--- config.mk ---
export PLATFORM = sky130hd
export DESIGN_NAME = uw_eeprom_seq
export DESIGN_NICKNAME = d
export VERILOG_FILES = /design/src/rtl/uw_pkg.sv /design/src/rtl/uw_prescaler.sv /design/src/rtl/uw_shift_out.sv /design/src/rtl/uw_shift_in.sv /design/src/rtl/uw_hold_timer.sv /design/src/rtl/uw_eeprom_seq.sv
export SDC_FILE = /design/constraint.sdc
export NUM_CORES = 1
export LEC_CHECK = 0
export BUFFER_PORTS_ARGS = -buffer_cell sky130_fd_sc_hd__buf_2
export CORE_MARGIN = 2
export CORE_UTILIZATION = 33
export DETAILED_ROUTE_END_ITERATION = 6
export GPL_ROUTABILITY_DRIVEN = 0
export HOLD_SLACK_MARGIN = 0.15
export PLACE_DENSITY_LB_ADDON = 0.1
export SETUP_SLACK_MARGIN = 0.4
export SLEW_MARGIN = 5
export SYNTH_ARGS = -nofsm -noshare
export SYNTH_HDL_FRONTEND = slang
export SYNTH_SLANG_ARGS = --single-unit
--- constraint.sdc ---
create_clock -name clk -period 3 [get_ports clk]
set_input_delay 0.45 -clock clk [delete_from_list [all_inputs] [get_ports clk]]
set_output_delay 0.45 -clock clk [all_outputs]
set_load 0.005 [all_outputs]
--- src/rtl/uw_pkg.sv ---
package uw_pkg;

  localparam int UW_DATA_W   = 16;
  localparam int UW_ADDR_MAX = 8;
  localparam int UW_ADDR_MIN = 6;
  localparam int UW_OPC_W    = 3;
  localparam int UW_FRAME_W  = UW_OPC_W + UW_ADDR_MAX + UW_DATA_W;
  localparam int UW_LEN_W    = $clog2(UW_FRAME_W + 1);

  typedef enum logic [1:0] {
    UW_READ  = 2'd0,
    UW_WRITE = 2'd1,
    UW_WREN  = 2'd2,
    UW_WRDIS = 2'd3
  } uw_op_e;

  typedef enum logic [2:0] {
    S_IDLE, S_LEAD, S_LO, S_HI, S_TAIL, S_HOLD
  } uw_state_e;

  localparam logic [2:0] OPC_READ  = 3'b110;
  localparam logic [2:0] OPC_WRITE = 3'b101;
  localparam logic [4:0] OPC_WREN  = 5'b10011;
  localparam logic [4:0] OPC_WRDIS = 5'b10000;

  // number of serial clocks in a frame
  function automatic logic [UW_LEN_W-1:0] frame_len(uw_op_e op, logic long_a);
    int n;
    if (op == UW_READ || op == UW_WRITE)
      n = UW_OPC_W + (long_a ? UW_ADDR_MAX : UW_ADDR_MIN) + UW_DATA_W;
    else
      n = 11;
    return UW_LEN_W'(n);
  endfunction

  // frame bits, first bit to send in the top position
  function automatic logic [UW_FRAME_W-1:0] frame_bits(uw_op_e op,
      logic [UW_ADDR_MAX-1:0] addr, logic [UW_DATA_W-1:0] wd, logic long_a);
    logic [UW_FRAME_W-1:0] f;
    f = '0;
    unique case (op)
      UW_READ:  f = long_a ? {OPC_READ, addr, {UW_DATA_W{1'b0}}}
                           : {OPC_READ, addr[UW_ADDR_MIN-1:0], {UW_DATA_W{1'b0}}, 2'b00};
      UW_WRITE: f = long_a ? {OPC_WRITE, addr, wd}
                           : {OPC_WRITE, addr[UW_ADDR_MIN-1:0], wd, 2'b00};
      UW_WREN:  f = {OPC_WREN,  {(UW_FRAME_W-5){1'b0}}};
      UW_WRDIS: f = {OPC_WRDIS, {(UW_FRAME_W-5){1'b0}}};
      default:  f = '0;
    endcase
    return f;
  endfunction

  // half-period after applying the floor
  function automatic int unsigned eff_half(int unsigned div, int unsigned floor_v);
    return (div < floor_v) ? floor_v : div;
  endfunction

endpackage

--- src/rtl/uw_prescaler.sv ---
module uw_prescaler
  import uw_pkg::*;
#(
  parameter int DIV_W    = 8,
  parameter int MIN_HALF = 50
) (
  input  logic             clk,
  input  logic             rst_n,
  input  logic             restart,
  input  logic [DIV_W-1:0] div,
  output logic             tick
);
  logic [DIV_W-1:0] cnt;
  logic [DIV_W-1:0] reload;

  assign reload = DIV_W'(eff_half(int'(div), MIN_HALF) - 1);
  assign tick   = !restart && (cnt == '0);

  always_ff @(posedge clk or negedge rst_n) begin
    if (!rst_n)                   cnt <= '0;
    else if (restart || cnt == '0) cnt <= reload;
    else                          cnt <= cnt - 1'b1;
  end
endmodule

--- src/rtl/uw_shift_out.sv ---
module uw_shift_out #(
  parameter int W = 27
) (
  input  logic         clk,
  input  logic         rst_n,
  input  logic         load,
  input  logic [W-1:0] frame,
  input  logic         shift,
  output logic         msb
);
  logic [W-1:0] sreg;

  assign msb = sreg[W-1];

  always_ff @(posedge clk or negedge rst_n) begin
    if (!rst_n)     sreg <= '0;
    else if (load)  sreg <= frame;
    else if (shift) sreg <= {sreg[W-2:0], 1'b0};
  end
endmodule

--- src/rtl/uw_shift_in.sv ---
module uw_shift_in #(
  parameter int W = 16
) (
  input  logic         clk,
  input  logic         rst_n,
  input  logic         sample,
  input  logic         din,
  output logic [W-1:0] word
);
  always_ff @(posedge clk or negedge rst_n) begin
    if (!rst_n)      word <= '0;
    else if (sample) word <= {word[W-2:0], din};
  end
endmodule

--- src/rtl/uw_hold_timer.sv ---
module uw_hold_timer #(
  parameter int HOLD = 500000
) (
  input  logic clk,
  input  logic rst_n,
  input  logic start,
  output logic expire
);
  localparam int CW = $clog2(HOLD + 1);
  logic [CW-1:0] cnt;
  logic          run;

  assign expire = run && (cnt == '0);

  always_ff @(posedge clk or negedge rst_n) begin
    if (!rst_n) begin
      cnt <= '0;
      run <= 1'b0;
    end else if (start) begin
      cnt <= CW'(HOLD - 1);
      run <= 1'b1;
    end else if (expire) begin
      run <= 1'b0;
    end else if (run) begin
      cnt <= cnt - 1'b1;
    end
  end
endmodule

--- src/rtl/uw_eeprom_seq.sv ---
module uw_eeprom_seq
  import uw_pkg::*;
#(
  parameter int DIV_W      = 8,
  parameter int MIN_HALF   = 50,
  parameter int WRITE_HOLD = 500000
) (
  input  logic                   clk,
  input  logic                   rst_n,
  input  logic                   cmd_valid,
  input  logic [1:0]             cmd_op,
  input  logic [UW_ADDR_MAX-1:0] cmd_addr,
  input  logic [UW_DATA_W-1:0]   cmd_wdata,
  input  logic                   addr_long,
  input  logic [DIV_W-1:0]       half_div,
  output logic                   cmd_ready,
  output logic                   ee_cs,
  output logic                   ee_sk,
  output logic                   ee_di,
  input  logic                   ee_do,
  output logic [UW_DATA_W-1:0]   rd_data,
  output logic                   done,
  output logic                   pin_own,
  output logic                   ant_restore
);
  uw_state_e             state;
  uw_op_e                op_q;
  logic                  long_q;
  logic [DIV_W-1:0]      div_q;
  logic [UW_LEN_W-1:0]   bits_left;

  // named internal events
  logic accept, tick, bit_last, sk_rise_evt, frame_end, hold_start, hold_exp;
  logic finish_evt, so_shift, so_msb;
  logic [DIV_W-1:0]     div_sel;
  logic [UW_DATA_W-1:0] rx_word;

  assign cmd_ready   = (state == S_IDLE);
  assign accept      = cmd_valid && cmd_ready;
  assign div_sel     = cmd_ready ? half_div : div_q;
  assign bit_last    = (bits_left == UW_LEN_W'(1));
  assign sk_rise_evt = (state == S_LO) && tick;
  assign frame_end   = (state == S_HI) && tick && bit_last;
  assign hold_start  = (state == S_TAIL) && tick && (op_q == UW_WRITE);
  assign finish_evt  = ((state == S_TAIL) && tick && (op_q != UW_WRITE)) ||
                       ((state == S_HOLD) && hold_exp);
  assign so_shift    = ((state == S_LEAD) && tick) ||
                       ((state == S_HI) && tick && !bit_last);

  uw_prescaler #(.DIV_W(DIV_W), .MIN_HALF(MIN_HALF)) u_presc (
    .clk(clk), .rst_n(rst_n), .restart(cmd_ready), .div(div_sel), .tick(tick)
  );

  uw_shift_out #(.W(UW_FRAME_W)) u_txsh (
    .clk(clk), .rst_n(rst_n), .load(accept),
    .frame(frame_bits(uw_op_e'(cmd_op), cmd_addr, cmd_wdata, addr_long)),
    .shift(so_shift), .msb(so_msb)
  );

  uw_shift_in #(.W(UW_DATA_W)) u_rxsh (
    .clk(clk), .rst_n(rst_n), .sample(sk_rise_evt), .din(ee_do), .word(rx_word)
  );

  uw_hold_timer #(.HOLD(WRITE_HOLD)) u_hold (
    .clk(clk), .rst_n(rst_n), .start(hold_start), .expire(hold_exp)
  );

  always_ff @(posedge clk or negedge rst_n) begin
    if (!rst_n) begin
      state       <= S_IDLE;
      op_q        <= UW_READ;
      long_q      <= 1'b0;
      div_q       <= '0;
      bits_left   <= '0;
      ee_cs       <= 1'b0;
      ee_sk       <= 1'b0;
      ee_di       <= 1'b0;
      pin_own     <= 1'b0;
      done        <= 1'b0;
      ant_restore <= 1'b0;
      rd_data     <= '0;
    end else begin
      done        <= 1'b0;
      ant_restore <= 1'b0;
      unique case (state)
        S_IDLE: if (accept) begin
          state     <= S_LEAD;
          op_q      <= uw_op_e'(cmd_op);
          long_q    <= addr_long;
          div_q     <= half_div;
          bits_left <= frame_len(uw_op_e'(cmd_op), addr_long);
          ee_cs     <= 1'b1;
          ee_sk     <= 1'b0;
          ee_di     <= 1'b0;
          pin_own   <= 1'b1;
        end
        S_LEAD: if (tick) begin
          ee_di <= so_msb;
          state <= S_LO;
        end
        S_LO: if (tick) begin
          ee_sk <= 1'b1;
          state <= S_HI;
        end
        S_HI: if (tick) begin
          ee_sk     <= 1'b0;
          bits_left <= bits_left - 1'b1;
          if (frame_end) begin
            ee_di <= 1'b0;
            state <= S_TAIL;
          end else begin
            ee_di <= so_msb;
            state <= S_LO;
          end
        end
        S_TAIL: if (tick) begin
          ee_cs <= 1'b0;
          state <= (op_q == UW_WRITE) ? S_HOLD : S_IDLE;
        end
        S_HOLD: if (hold_exp) state <= S_IDLE;
        default: state <= S_IDLE;
      endcase
      if (finish_evt) begin
        done        <= 1'b1;
        ant_restore <= 1'b1;
        pin_own     <= 1'b0;
        if (op_q == UW_READ) rd_data <= rx_word;
      end
    end
  end

  logic unused_long;
  assign unused_long = long_q;
endmodule

# == After elaboration in Yosys (flattened, before gate mapping) ==
# Index checks and enable logic that the tools add are counted.
# word_totals
register_bits,110
latch_bits,0
ramBits,0
mem_bits_ro,0
in_bits,39
output_inout_bits,23
word_cells,121
memories,0
# op_classes
n_addsub,6
mul,0
n_div,0
magnitude_cmp,1
n_eq_ne,18
shifts,0
muxes,40
bitwise_logic,0
reduce_logical,41
# ops
cell,count
$pmux W27 S4,1
$mux W19,3
$mux W27,2
$mux W24,2
$mux W3,8
$mux W8,3
$logic_not A19 Y1,1
$sub A19 B1 Y19 const B,1
$pmux W3 S6,1
$sub A8 B1 Y8 const B,2
$mux W5,3
$reduce_bool A2 Y1,7
$logic_and A1 B1 Y1,12
$mux W1,12
$ne A2 B2 Y1 const B,6
$pmux W5 S2,1
$logic_not A8 Y1,1
$lt A8 B6 Y1 const B,1
$reduce_and A2 Y1,4
$reduce_and A4 Y1,2
$eq A3 B2 Y1 const B,2
$eq A3 B3 Y1 const B,2
$pmux W1 S3,2
$reduce_and A3 Y1,2
16 further kinds,25

# == Longest topological paths before layout ==
# depth
word_depth,8
depth_mapped,11
depth_no_buf,10

# == Modules after synthesis ==
# A second synthesis with hierarchy kept.
# hier_totals
hier_cells,546
area_unflattened_um2,5839.4
# modules_own_cells
module,instances,cells_each,area_each_um2
uw_eeprom_seq,1,219,2257.2
uw_shift_out,1,117,1262.5
uw_hold_timer,1,105,1052.3
uw_shift_in,1,34,649.4
uw_prescaler,1,71,618.1

# == Least setup slack after synthesis ==
# Ideal clock, no wire load.
# synth_timing
kind,register to register
startpoint,register u_presc.cnt[4]
endpoint,register u_rxsh.word[10]
t_arrival_ns,2.252
required_ns,2.875
slack_ns,0.623
path_stages_with_launch,8
synth_period_minus_slack_ns,2.377
path_cell_list,dfrtp_1 -> nor4_1 -> and2_1 -> and2b_1 -> nand2_1 -> nor2_2 -> buf_2 -> mux2_2
# synth_via
elab_chain_len,3
# synth_lines
item,line,text
from (decl),uw_prescaler.sv:13,logic [DIV_W-1:0] cnt;
from (signal assigned),uw_prescaler.sv:21,else if (restart || cnt == '0) cnt <= reload;
from (signal assigned),uw_prescaler.sv:22,else cnt <= cnt - 1'b1;
$logic_not A8 Y1,uw_prescaler.sv:17,assign tick = !restart && (cnt == '0);
$logic_and A1 B1 Y1,uw_prescaler.sv:17,
$logic_and A1 B1 Y1,uw_eeprom_seq.sv:42,assign sk_rise_evt = (state == S_LO) && tick;
to (signal assigned),uw_shift_in.sv:12,"else if (sample) word <= {word[W-2:0], din};"
to (decl),uw_shift_in.sv:8,output logic [W-1:0] word
# Every way passes these cells.
# A chain may end at the register's enable or synchronous reset.

# == Worst setup path in the final report ==
# layout_timing
startpoint,register u_hold.cnt[5]
endpoint,register u_hold.cnt[4]
# layout_via
elab_chain_len,4
# layout_lines
item,line,text
from (decl),uw_hold_timer.sv:10,logic [CW-1:0] cnt;
from (signal assigned),uw_hold_timer.sv:20,cnt <= CW'(HOLD - 1);
from (signal assigned),uw_hold_timer.sv:25,cnt <= cnt - 1'b1;
$logic_not A19 Y1,uw_hold_timer.sv:13,assign expire = run && (cnt == '0);
$logic_and A1 B1 Y1,uw_hold_timer.sv:13,
$ne A2 B2 Y1 (no source line),--,
$reduce_and A2 Y1 (no source line),--,
# Every way passes these cells.

==> impl_metrics.json <==
{
  "swShare": 0.3170,
  "path_clk_slew_ps": 80,
  "finClkSkew_ps": 14.72,
  "path_class": "reg2reg",
  "slew_violations": 0,
  "maxSlewHeadroom": 0.5075,
  "antenna_cells": 0,
  "rows": 47,
  "antenna_found_initial": 0,
  "post_drt_wl_per_cell_um": 14.08,
  "share_seq_of_total_power": 0.490,
  "dp_hpwl_mm": 8.202,
  "num_io_pins": 62,
  "setup_viol": 0,
  "leakage_nw": 2.978,
  "nNetsFinal": 645,
  "fillCellCount": 1669,
  "yosysTopAreaCell": "dfrtp_1",
  "die_h_um": 132.7,
  "synth.top_cells.by_area": "dfrtp_1, mux2_2, a21oi_1, nor2_1, mux2i_1",
  "synth.distinct_cells": 61,
  "crit_fanout": 8,
  "ant_nets": 0,
  "final_common_cell": "dfrtp_1",
  "syn-instance-count": 536,
  "power_mw": 4.174,
  "drive_gt1_frac": 0.2603,
  "synth.cell_area_sq_um": 5469,
  "crit_required_ps": 3250,
  "synth_seq_area_share": 0.5033,
  "peakVddDrop_v": 0.0003030,
  "synth-edff-count": 0,
  "pwr-share-clk": 0.280,
  "syn_avg_cell_area_sq_um": 10.20,
  "drt_first_pass_iters": 4,
  "clockBufferDepth": 2,
  "fin_crit_sh": 0.7994,
  "crit_path_max_incr_delay_ps": 590,
  "grt_overflow": 0,
  "cts-buffers-inserted": 9,
  "combPwrFrac": 0.230,
  "clock-root-buffer": "clkbuf_16",
  "grt_pass1_wl_mm": 20.27,
  "portBuffers": 61,
  "setup.worst_path.start_class": "flip-flop",
  "die_area_sq_um": 17620,
  "drtIter0Drc": 177,
  "die_x_um": 132.7,
  "grt_start_max_net_pins": 54,
  "synth_nets": 579,
  "insertion_delay_ps": 360,
  "power.density_nw_per_um2": 650.0,
  "grt_use_total": 0.1409,
  "crit_buf_inv": 0,
  "cts_htree_levels": 3,
  "hold_path_class": "in2reg",
  "synth-seq-cells": 110,
  "synthArstFlopShare": 1.000,
  "grt_setup_unrepaired": "true",
  "wl_mm": 11.65,
  "vias": 4114,
  "cp_top_family": "simple AND/OR/NAND/NOR gates",
  "areaGrowthSynthToFinish_pct": 17.41,
  "cp.arrival_ps": 2640,
  "finalHoldViolations": 0,
  "cts_sinks": 110,
  "vias_per_cell": 4.975,
  "min_period_ps": 2398,
  "yosysWarnings": 0,
  "path_cells": "or4_4 -> or4_4 -> o31ai_4 -> nor3_1 -> xnor2_1 -> nand2_1",
  "p_sw_mw": 1.323,
  "status": "complete, no violations",
  "layout_common_cells": "dfrtp_1, nor2_1, a21oi_1, buf_2, mux2_2",
  "coreArea_sq_um": 16410,
  "grt_pass1_vias": 4110,
  "netlist.area_leader.share": 0.5033,
  "cap_violations": 0,
  "cts_tree": "yes",
  "setup_tns_ps": 0,
  "initial_core_util": 0.3333,
  "endpoint_kind": "flip-flop",
  "worst_path_max_delay_cell": "or4_4",
  "synth_ff_type": "dfrtp_1",
  "drc": 0,
  "fmax_mhz": 417.0,
  "cpMostUsedCell": "or4_4",
  "internal-power_mw": 2.851,
  "tightest_slew_ps": 734.9
}
-- final timing paths --
check | start | endpoint | slack, ps | cells past startpoint
setup reg to reg | u_hold.cnt[5] | u_hold.cnt[4] | 600 | 6
max in group asynchronous | rst_n | u_rxsh.word[5] | 1700 | 3
hold reg to reg | rd_data[14] | rd_data[14] | 500 | 1
setup / recovery | u_hold.cnt[5] | u_hold.cnt[4] | 600 | 6
min in group asynchronous | rst_n | u_hold.cnt[13] | 650 | 2
hold / removal | half_div[0] | u_presc.cnt[0] | 320 | 2
-- repair_timing --
item                                    4_1_cts  5_1_grt
resized for setup                             0        5
endpoints found under the hold margin        43        0
endpoints found under the setup margin        0       44
hold buffers                                  1        0
buffers inserted                              0        1
-- synthesized netlist by cell type (all sizes together) (2+ instances only) --
cell type and number:
or4 4, a22oi 3, nor3 17, nand3 14, or2 2, o311ai 4
dfrtp 110, a31oi 4, nand2b 4, or3 3, nor4b 2, xor2 12
nand4b 2, clkbuf 16, o31ai 5, and2b 2, nor3b 4, mux2 42
a41oi 2, mux2i 18, xnor2 7, buf 11, a211oi 5, nor4 5
o21ai 9, nor2 74, o211ai 5, a22o 2, nand2 39, a21oi 69
inv 9, nor2b 7, a211o 2, nand4 4, ha 4
-- cell type report --
class                   instances  area [sq um]  area share
flip-flops and latches        110          2753      0.4287
clock inverters                 7         67.56     0.01052
multi-input cells             390          2574      0.4008
clock buffers                   9         225.2     0.03507
repair buffers                 82         493.0     0.07677
inverters                       9         33.78    0.005261
well taps                     220         275.3     0.04287
-- per-stage QoR --
step	utilization	cells	hold slack, ps	setup WS [ps]	instance area (sq um)
after floorplan	-	536	154.4	622.9	5469
after global placement	0.3705	809	482.4	518.1	6080
after detailed placement	0.3705	809	490.2	471.0	6080
after CTS	0.3890	826	309.4	445.5	6382
after global routing	0.3914	827	316.7	388.8	6421
final	0.3914	827	325.0	601.9	6421
-- metal layers --
metal  vias to the layer above  global-route usage  wire (um)
li1                       2053                   -          -
met4                         0             0.03405        127
met3                         8             0.03870        415
met5                         -                   0          0
met2                        62              0.2205       5407
met1                      1991              0.1946       5698
-- cell families (layout without fill, tap and decap cells) --
| logic type | after synthesis | count (layout) | share of synthesized area |
|---|---|---|---|
| simple gates | 185 | 185 | 0.1647 |
| buf+inv | 36 | 107 | 0.02951 |
| compound gates | 122 | 122 | 0.1435 |
| xor+xnor | 19 | 19 | 0.03043 |
| flops | 110 | 110 | 0.5033 |
| mux | 60 | 60 | 0.1194 |
| fa+ha+maj | 4 | 4 | 0.009152 |
-- registers in the layout, summed over array words and instances, names as in the netlist --
name         count
u_hold.cnt      19
u_hold.run       1
u_presc.cnt      8
bits_left        5
u_txsh.sreg     27
ee_cs            1
div_q            8
state            3
pin_own          1
rd_data         16
u_rxsh.word     16
ee_sk            1
ee_di            1
op_q             2
ant_restore      1
-- power by group through the flow --
stage	registers, mW	clock network [mW]	logic [mW]
global route	2.10	1.28	1.10
CTS	2.05	1.22	0.968
finish	2.05	1.17	0.961
detailed placement	2.07	0	0.964
global placement	2.07	0	0.945
floorplan	2.01	0	0.700
-- worst reg2reg max path, cell delays in order (launching register included) --
cell	delay [ps]
dfrtp_1	400
or4_4	590
or4_4	520
o31ai_4	450
nor3_1	110
xnor2_1	150
nand2_1	70
No activity file was read; power rests on OpenSTA's default activity.
